$ cat config.mk
export PLATFORM = sky130hd
export DESIGN_NAME = ps2_dev_tx
export DESIGN_NICKNAME = d
export VERILOG_FILES = /design/src/rtl/ps2_tx_pkg.sv /design/src/rtl/ps2_tx_buffer.sv /design/src/rtl/ps2_tx_idle_timer.sv /design/src/rtl/ps2_tx_engine.sv /design/src/rtl/ps2_dev_tx.sv
export SDC_FILE = /design/constraint.sdc
export NUM_CORES = 1
export LEC_CHECK = 0
export BUFFER_PORTS_ARGS = -buffer_cell sky130_fd_sc_hd__buf_4
export CELL_PAD_IN_SITES_DETAIL_PLACEMENT = 1
export CELL_PAD_IN_SITES_GLOBAL_PLACEMENT = 1
export CORE_MARGIN = 2
export CORE_UTILIZATION = 40
export CTS_BUF_LIST = sky130_fd_sc_hd__clkbuf_8
export DETAILED_ROUTE_END_ITERATION = 10
export GPL_ROUTABILITY_DRIVEN = 0
export PLACE_DENSITY = 0.84
export SLEW_MARGIN = 20
export SYNTH_ARGS = -nofsm -noshare
export SYNTH_HDL_FRONTEND = slang
export SYNTH_SLANG_ARGS = --single-unit
$ cat constraint.sdc
create_clock -name clk -period 1.8 [get_ports clk]
set_input_delay 0.27 -clock clk [delete_from_list [all_inputs] [get_ports clk]]
set_output_delay 0.27 -clock clk [all_outputs]
set_load 0.02 [all_outputs]
$ cat src/rtl/ps2_tx_pkg.sv
package ps2_tx_pkg;

    localparam int FRAME_BITS = 11;
    localparam int COMMIT_IDX = 9;   // bit whose clock rise ends the abort window
    localparam int LAST_IDX   = FRAME_BITS - 1;

    typedef enum logic [2:0] {
        PH_IDLE,
        PH_WAIT,
        PH_SETUP,
        PH_LOW,
        PH_HOLD
    } tx_phase_e;

    // Packed LSB first: the last member sits at bit 0 and goes out first.
    typedef struct packed {
        logic       stop;
        logic       parity;
        logic [7:0] payload;
        logic       start;
    } tx_frame_t;

    function automatic tx_frame_t make_frame(input logic [7:0] b);
        tx_frame_t f;
        f.start   = 1'b0;
        f.payload = b;
        f.parity  = ~^b;
        f.stop    = 1'b1;
        return f;
    endfunction

    function automatic logic frame_bit(input tx_frame_t f, input logic [3:0] i);
        logic [FRAME_BITS-1:0] v;
        v = f >> i;
        return (32'(i) < FRAME_BITS) ? v[0] : 1'b1;
    endfunction

endpackage

$ cat src/rtl/ps2_tx_buffer.sv
module ps2_tx_buffer
    import ps2_tx_pkg::*;
(
    input  logic       clk,
    input  logic       rst,
    input  logic       load_i,
    input  logic [7:0] byte_i,
    input  logic [3:0] idx_i,
    output logic       bit_o
);

    tx_frame_t frame_q;

    always_ff @(posedge clk) begin
        if (rst) begin
            frame_q <= make_frame(8'h00);
        end else if (load_i) begin
            frame_q <= make_frame(byte_i);
        end
    end

    assign bit_o = frame_bit(frame_q, idx_i);

endmodule

$ cat src/rtl/ps2_tx_idle_timer.sv
module ps2_tx_idle_timer #(
    parameter int IDLE_TICKS = 5
) (
    input  logic clk,
    input  logic rst,
    input  logic arm_i,
    input  logic tick_i,
    input  logic bus_clk_i,
    input  logic bus_dat_i,
    output logic go_o
);

    localparam int IW = (IDLE_TICKS > 1) ? $clog2(IDLE_TICKS) : 1;

    logic [IW-1:0] cnt_q;
    logic          both_high;

    assign both_high = bus_clk_i && bus_dat_i;

    always_ff @(posedge clk) begin
        if (rst || !arm_i || !both_high) begin
            cnt_q <= '0;
        end else if (tick_i) begin
            if (cnt_q == IW'(IDLE_TICKS - 1)) cnt_q <= '0;
            else                              cnt_q <= cnt_q + 1'b1;
        end
    end

    assign go_o = arm_i && tick_i && both_high && (cnt_q == IW'(IDLE_TICKS - 1));

endmodule

$ cat src/rtl/ps2_tx_engine.sv
module ps2_tx_engine
    import ps2_tx_pkg::*;
#(
    parameter int HALF_TICKS = 4
) (
    input  logic       clk,
    input  logic       rst,
    input  logic       tick_i,
    input  logic       bus_clk_i,
    input  logic       bus_dat_i,
    input  logic       in_valid_i,
    output logic       in_ready_o,
    output logic       load_o,
    input  logic       go_i,
    output logic       arm_o,
    output logic [3:0] idx_o,
    input  logic       frame_bit_i,
    output logic       clk_pull_o,
    output logic       dat_pull_o,
    output logic       done_o,
    output logic       aborted_o
);

    localparam int SETUP_TICKS = HALF_TICKS / 2;
    localparam int HOLD_TICKS  = HALF_TICKS - SETUP_TICKS;
    localparam int CW          = $clog2(HALF_TICKS);

    tx_phase_e     phase_q;
    logic [CW-1:0] cnt_q;
    logic [3:0]    idx_q;
    logic          done_q;
    logic          abort_q;
    logic          committed;
    logic          contend;

    assign committed = (idx_q > 4'(COMMIT_IDX)) ||
                       (idx_q == 4'(COMMIT_IDX) && phase_q == PH_HOLD);
    assign contend   = !bus_clk_i && !committed;

    always_ff @(posedge clk) begin
        if (rst) begin
            phase_q <= PH_IDLE;
            cnt_q   <= '0;
            idx_q   <= '0;
            done_q  <= 1'b0;
            abort_q <= 1'b0;
        end else begin
            done_q  <= 1'b0;
            abort_q <= 1'b0;
            case (phase_q)
                PH_IDLE: begin
                    if (in_valid_i) phase_q <= PH_WAIT;
                end
                PH_WAIT: begin
                    if (go_i) begin
                        phase_q <= PH_SETUP;
                        cnt_q   <= '0;
                        idx_q   <= '0;
                    end
                end
                PH_SETUP: begin
                    if (tick_i) begin
                        if (contend) begin
                            phase_q <= PH_WAIT;
                            abort_q <= 1'b1;
                            cnt_q   <= '0;
                            idx_q   <= '0;
                        end else if (cnt_q == CW'(SETUP_TICKS - 1)) begin
                            phase_q <= PH_LOW;
                            cnt_q   <= '0;
                        end else begin
                            cnt_q <= cnt_q + 1'b1;
                        end
                    end
                end
                PH_LOW: begin
                    if (tick_i) begin
                        if (cnt_q == CW'(HALF_TICKS - 1)) begin
                            phase_q <= PH_HOLD;
                            cnt_q   <= '0;
                        end else begin
                            cnt_q <= cnt_q + 1'b1;
                        end
                    end
                end
                PH_HOLD: begin
                    if (tick_i) begin
                        if (contend) begin
                            phase_q <= PH_WAIT;
                            abort_q <= 1'b1;
                            cnt_q   <= '0;
                            idx_q   <= '0;
                        end else if (cnt_q == CW'(HOLD_TICKS - 1)) begin
                            cnt_q <= '0;
                            if (idx_q == 4'(LAST_IDX)) begin
                                phase_q <= PH_IDLE;
                                done_q  <= 1'b1;
                                idx_q   <= '0;
                            end else begin
                                phase_q <= PH_SETUP;
                                idx_q   <= idx_q + 1'b1;
                            end
                        end else begin
                            cnt_q <= cnt_q + 1'b1;
                        end
                    end
                end
                default: phase_q <= PH_IDLE;
            endcase
        end
    end

    assign in_ready_o = (phase_q == PH_IDLE);
    assign load_o     = in_ready_o && in_valid_i;
    assign arm_o      = (phase_q == PH_WAIT);
    assign idx_o      = idx_q;
    assign clk_pull_o = (phase_q == PH_LOW);
    assign dat_pull_o = (phase_q == PH_SETUP || phase_q == PH_LOW || phase_q == PH_HOLD)
                        && !frame_bit_i;
    assign done_o     = done_q;
    assign aborted_o  = abort_q;

    // data held through the whole low phase
    assert_dat_steady_low_R2: assert property (@(posedge clk) disable iff (rst)
        (phase_q == PH_LOW && $past(phase_q) == PH_LOW) |-> $stable(dat_pull_o));

    // a frame only leaves the wait state from an idle bus
    assert_start_from_idle_R6: assert property (@(posedge clk) disable iff (rst)
        ($past(phase_q) == PH_WAIT && phase_q == PH_SETUP)
            |-> ($past(bus_clk_i) && $past(bus_dat_i)));

    // abort releases both wires
    assert_abort_release_R7: assert property (@(posedge clk) disable iff (rst)
        aborted_o |-> (!clk_pull_o && !dat_pull_o));

    // abort is a single-cycle pulse
    assert_abort_pulse_R7: assert property (@(posedge clk) disable iff (rst)
        aborted_o |=> !aborted_o);

    // no abort once past the commit bit
    assert_no_late_abort_R9: assert property (@(posedge clk) disable iff (rst)
        aborted_o |-> ($past(idx_q) <= 4'(COMMIT_IDX)));

    // never ready while driving the clock
    assert_busy_not_ready_R8: assert property (@(posedge clk) disable iff (rst)
        clk_pull_o |-> !in_ready_o);

    // done and abort are exclusive single-cycle pulses
    assert_done_excl_R10: assert property (@(posedge clk) disable iff (rst)
        done_o |-> (!aborted_o && in_ready_o));

    assert_done_pulse_R10: assert property (@(posedge clk) disable iff (rst)
        done_o |=> !done_o);

    // bus_dat_i is only used by the idle timer; engine keeps it for checks
    logic unused_dat;
    assign unused_dat = bus_dat_i;

endmodule

$ cat src/rtl/ps2_dev_tx.sv
module ps2_dev_tx #(
    parameter int HALF_TICKS = 4,
    parameter int IDLE_TICKS = 5
) (
    input  logic       clk,
    input  logic       rst,
    input  logic       tick_i,
    input  logic       in_valid_i,
    input  logic [7:0] in_data_i,
    output logic       in_ready_o,
    input  logic       bus_clk_i,
    input  logic       bus_dat_i,
    output logic       clk_pull_o,
    output logic       dat_pull_o,
    output logic       done_o,
    output logic       aborted_o
);

    logic       load;
    logic       arm;
    logic       go;
    logic [3:0] idx;
    logic       fbit;

    ps2_tx_buffer u_buf (
        .clk    (clk),
        .rst    (rst),
        .load_i (load),
        .byte_i (in_data_i),
        .idx_i  (idx),
        .bit_o  (fbit)
    );

    ps2_tx_idle_timer #(.IDLE_TICKS(IDLE_TICKS)) u_idle (
        .clk       (clk),
        .rst       (rst),
        .arm_i     (arm),
        .tick_i    (tick_i),
        .bus_clk_i (bus_clk_i),
        .bus_dat_i (bus_dat_i),
        .go_o      (go)
    );

    ps2_tx_engine #(.HALF_TICKS(HALF_TICKS)) u_eng (
        .clk         (clk),
        .rst         (rst),
        .tick_i      (tick_i),
        .bus_clk_i   (bus_clk_i),
        .bus_dat_i   (bus_dat_i),
        .in_valid_i  (in_valid_i),
        .in_ready_o  (in_ready_o),
        .load_o      (load),
        .go_i        (go),
        .arm_o       (arm),
        .idx_o       (idx),
        .frame_bit_i (fbit),
        .clk_pull_o  (clk_pull_o),
        .dat_pull_o  (dat_pull_o),
        .done_o      (done_o),
        .aborted_o   (aborted_o)
    );

endmodule

==> qor.yml <==
final_layout:
  area_growth_pct: 22.7
  final_util_pct: 50.3
  num_antenna_cells: 0
  multi_input_area_sq_um: 975
  fin_nets: 225
  drive_gt1_share_pct: 30.2
  nFillCells: 465
  seq_area_sq_um: 470
sta:
  fin_crit_ns: 1.93
  fmax_ghz: 0.519
  fin_worst_skew_ns: 0.00220
  setup_viol: 5
  finalCritPeriodShare_pct: 107
  final_max_slew_viol_count: 0
  worst_pin_slew_ns: 0.578
  fin_ws_ns: -0.128
  rsz0062_at_grt: "yes"
  slew_headroom_pct: 60.9
  hold_violations: 0
drt:
  wl_met3_um: 121
  first_pass_iters: 4
  wl_um: 4200
  ant_nets: 0
  routed-wl-met2_um: 2270
  route.vias.total: 1451
  wl_met1_um: 1710
  drc_errors: 0
  wl_per_cell_um: 16.6
  viasPerCell: 5.74
  drt_first_iter_violations: 53
  routed.top_layer: "met4"
worst_hold_path:
  min_path_type: "in -> reg"
clocking:
  clock_path_buffers: 2
  clock_latency_ns: 0.27
  clockRootBuffer: "clkbuf_8"
  worst_setup_hold_path_clk_slew_ns: 0.08
  clock-sinks: 23
  tritoncts: "done"
  numCtsBuffers: 3
  cts-hold-fix-buffers: 0
  cts.htree.levels: 1
logic_synthesis:
  syn_avg_cell_area_sq_um: 8.29
  ys_ff_latch: 23
  yosysTopAreaCellShare_pct: 30.9
  synth-main-ff-cell: "dfxtp_1"
  syn_inst: 180
  synthDistinctLibCells: 49
  synthTopCellsByArea: "dfxtp_1 31%, nand2_1 7.0%, a21oi_1 5.7%"
  netlist_area_sq_mm: 0.00149
  synth_edf_count: 0
  synth-seq-area-share_pct: 30.9
  synthArstFlopShare_pct: 0
  synth_nets: 199
  synth_area_leader_cell: "dfxtp_1"
  synth-warning-count: 0
pwr:
  peakVddDrop_uv: 632
  p_per_area_mw_per_mm2: 1030
  leakagePower_nw: 0.683
floorplan:
  die_y_um: 65.1
  start_util_pct: 41.0
  die_w_um: 65.1
  die_area_sq_mm: 0.00423
  design.core.area_sq_mm: 0.00363
  num_rows: 22
  io_pins: 19
global_route:
  grt_pass1_wl_um: 7200
  grt_usage_pct: 21.8
  grt_max_degree: 19
  grt_pass1_vias: 1559
  antenna_found_initial: 0
  overflow: 0
critical_path:
  crit_arrival_ns: 1.66
  critPathRequiredTime_ns: 1.53
  critPathKind: "reg -> out"
  cp.buffers_inverters: 1
  path_delay_family: "multiplexers"
  end_kind: "output port"
  crit_chain: "mux4_2, o21ai_2, mux2i_1, a21oi_2, buf_4"
  slowest_stage: "mux4_2"
  slowest_delay_ns: 0.51
  critPathLaunchType: "flip-flop"
  cp_max_fo: 3
outcome:
  status: "finished with violations"
  failed_checks: "negative setup slack"
place:
  place.port_buffers: 18
  place_ws_ns: -0.124
  dp_hpwl_um: 3110
flow_run:
  cap_viol_max_count: 0
[synth_stat cells, drive strengths merged, types with 4 or more instances]
master  instances
a21oi          18
buf             6
clkbuf          4
dfxtp          23
ha              5
inv            10
nand2          28
nand3           6
nor2            9
nor3            7
nor3b           4
o21ai          10
or3             4
xnor2           8
[placed cells by master (no fill, tap or decap), types with 3 or more instances in the layout]
cell	synthesis	layout
buf_4	3	32
nand2_1	28	28
dfxtp_1	23	19
a21oi_1	17	14
inv_1	10	10
nor2_1	9	9
xnor2_1	8	8
nor3_1	7	7
o21ai_0	10	5
nand3_1	6	5
ha_1	5	4
mux2i_1	3	3
a21oi_2	0	3
o21ai_1	0	3
clkbuf_8	0	3
[flip-flops by register name, summed over array words and instances (netlist names)]
name	flops
u_buf.frame_q	9
u_eng.phase_q	3
u_eng.cnt_q	2
u_eng.idx_o	4
u_eng.done_o	1
u_idle.cnt_q	3
u_eng.aborted_o	1
[cell type report]
cell class                 count  area share (%)
tap                           48            3.28
clock buffer                   3            2.26
inverter                      10            2.05
timing repair buffer          32            13.1
multi-input combinational    136            53.3
sequential                    23            25.7
clock inverter                 1           0.274
[cells by family (layout without fill, tap and decap cells)]
kind of cell	Yosys count	count (layout)	share of synthesized area (%)
compound gates	47	47	22.1
xor+xnor	9	9	5.29
fa+ha+maj	5	5	4.19
buf+inv	21	46	7.80
flops	23	23	30.9
mux	5	5	4.28
simple gates	70	70	25.4
[metal layers]
layer	vias to the layer above	GRT usage, %
met4	0	7.81
met5	-	0
met2	32	41.6
li1	695	-
met3	13	2.60
met1	711	24.7
[tightest hold or removal path, cell delays in order]
cell     delay, ns
buf_4         0.12
nand2_1       0.05
a21oi_1       0.05
[where the power goes]
part	total (mW)	switching, mW	internal (mW)
registers	0.634	0.0625	0.572
logic	0.914	0.518	0.396
clock network	0.330	0.175	0.155
total	1.88	0.756	1.12
[path summary, 6_finish.rpt]
kind | startpoint | endpoint | slack (ns) | cells after the start
worst max-delay path | u_eng.idx_o[1] | dat_pull_o | -0.13 | 5
worst min-delay path | in_data_i[2] | u_buf.frame_q[3] | 0.25 | 3
worst max register to register | u_eng.idx_o[1] | u_eng.idx_o[1] | -0.07 | 7
worst min register to register | u_buf.frame_q[7] | u_buf.frame_q[7] | 0.46 | 2
[stage by stage]
step                      setup TNS [ns]  hold slack, ns  power, mW  cells  instance area [sq um]
after CTS                         -0.255           0.253       1.82    253                   1780
after global routing              -0.767           0.261       1.99    253                   1830
final                             -0.288           0.254       1.88    253                   1830
after detailed placement          -0.306           0.454       1.48    248                   1710
after global placement                 0           0.446       1.42    248                   1710
after floorplan                        0           0.406       1.16    180                   1500
[repair_timing]
item / 4_1_cts / 5_1_grt
gates resized for setup: 7 / 16
endpoints found under the hold margin: 0 / 0
setup buffers: 1 / 0
pin swaps: 6 / 4
setup endpoints to repair: 5 / 9
Power figures use the tool's default switching activity.
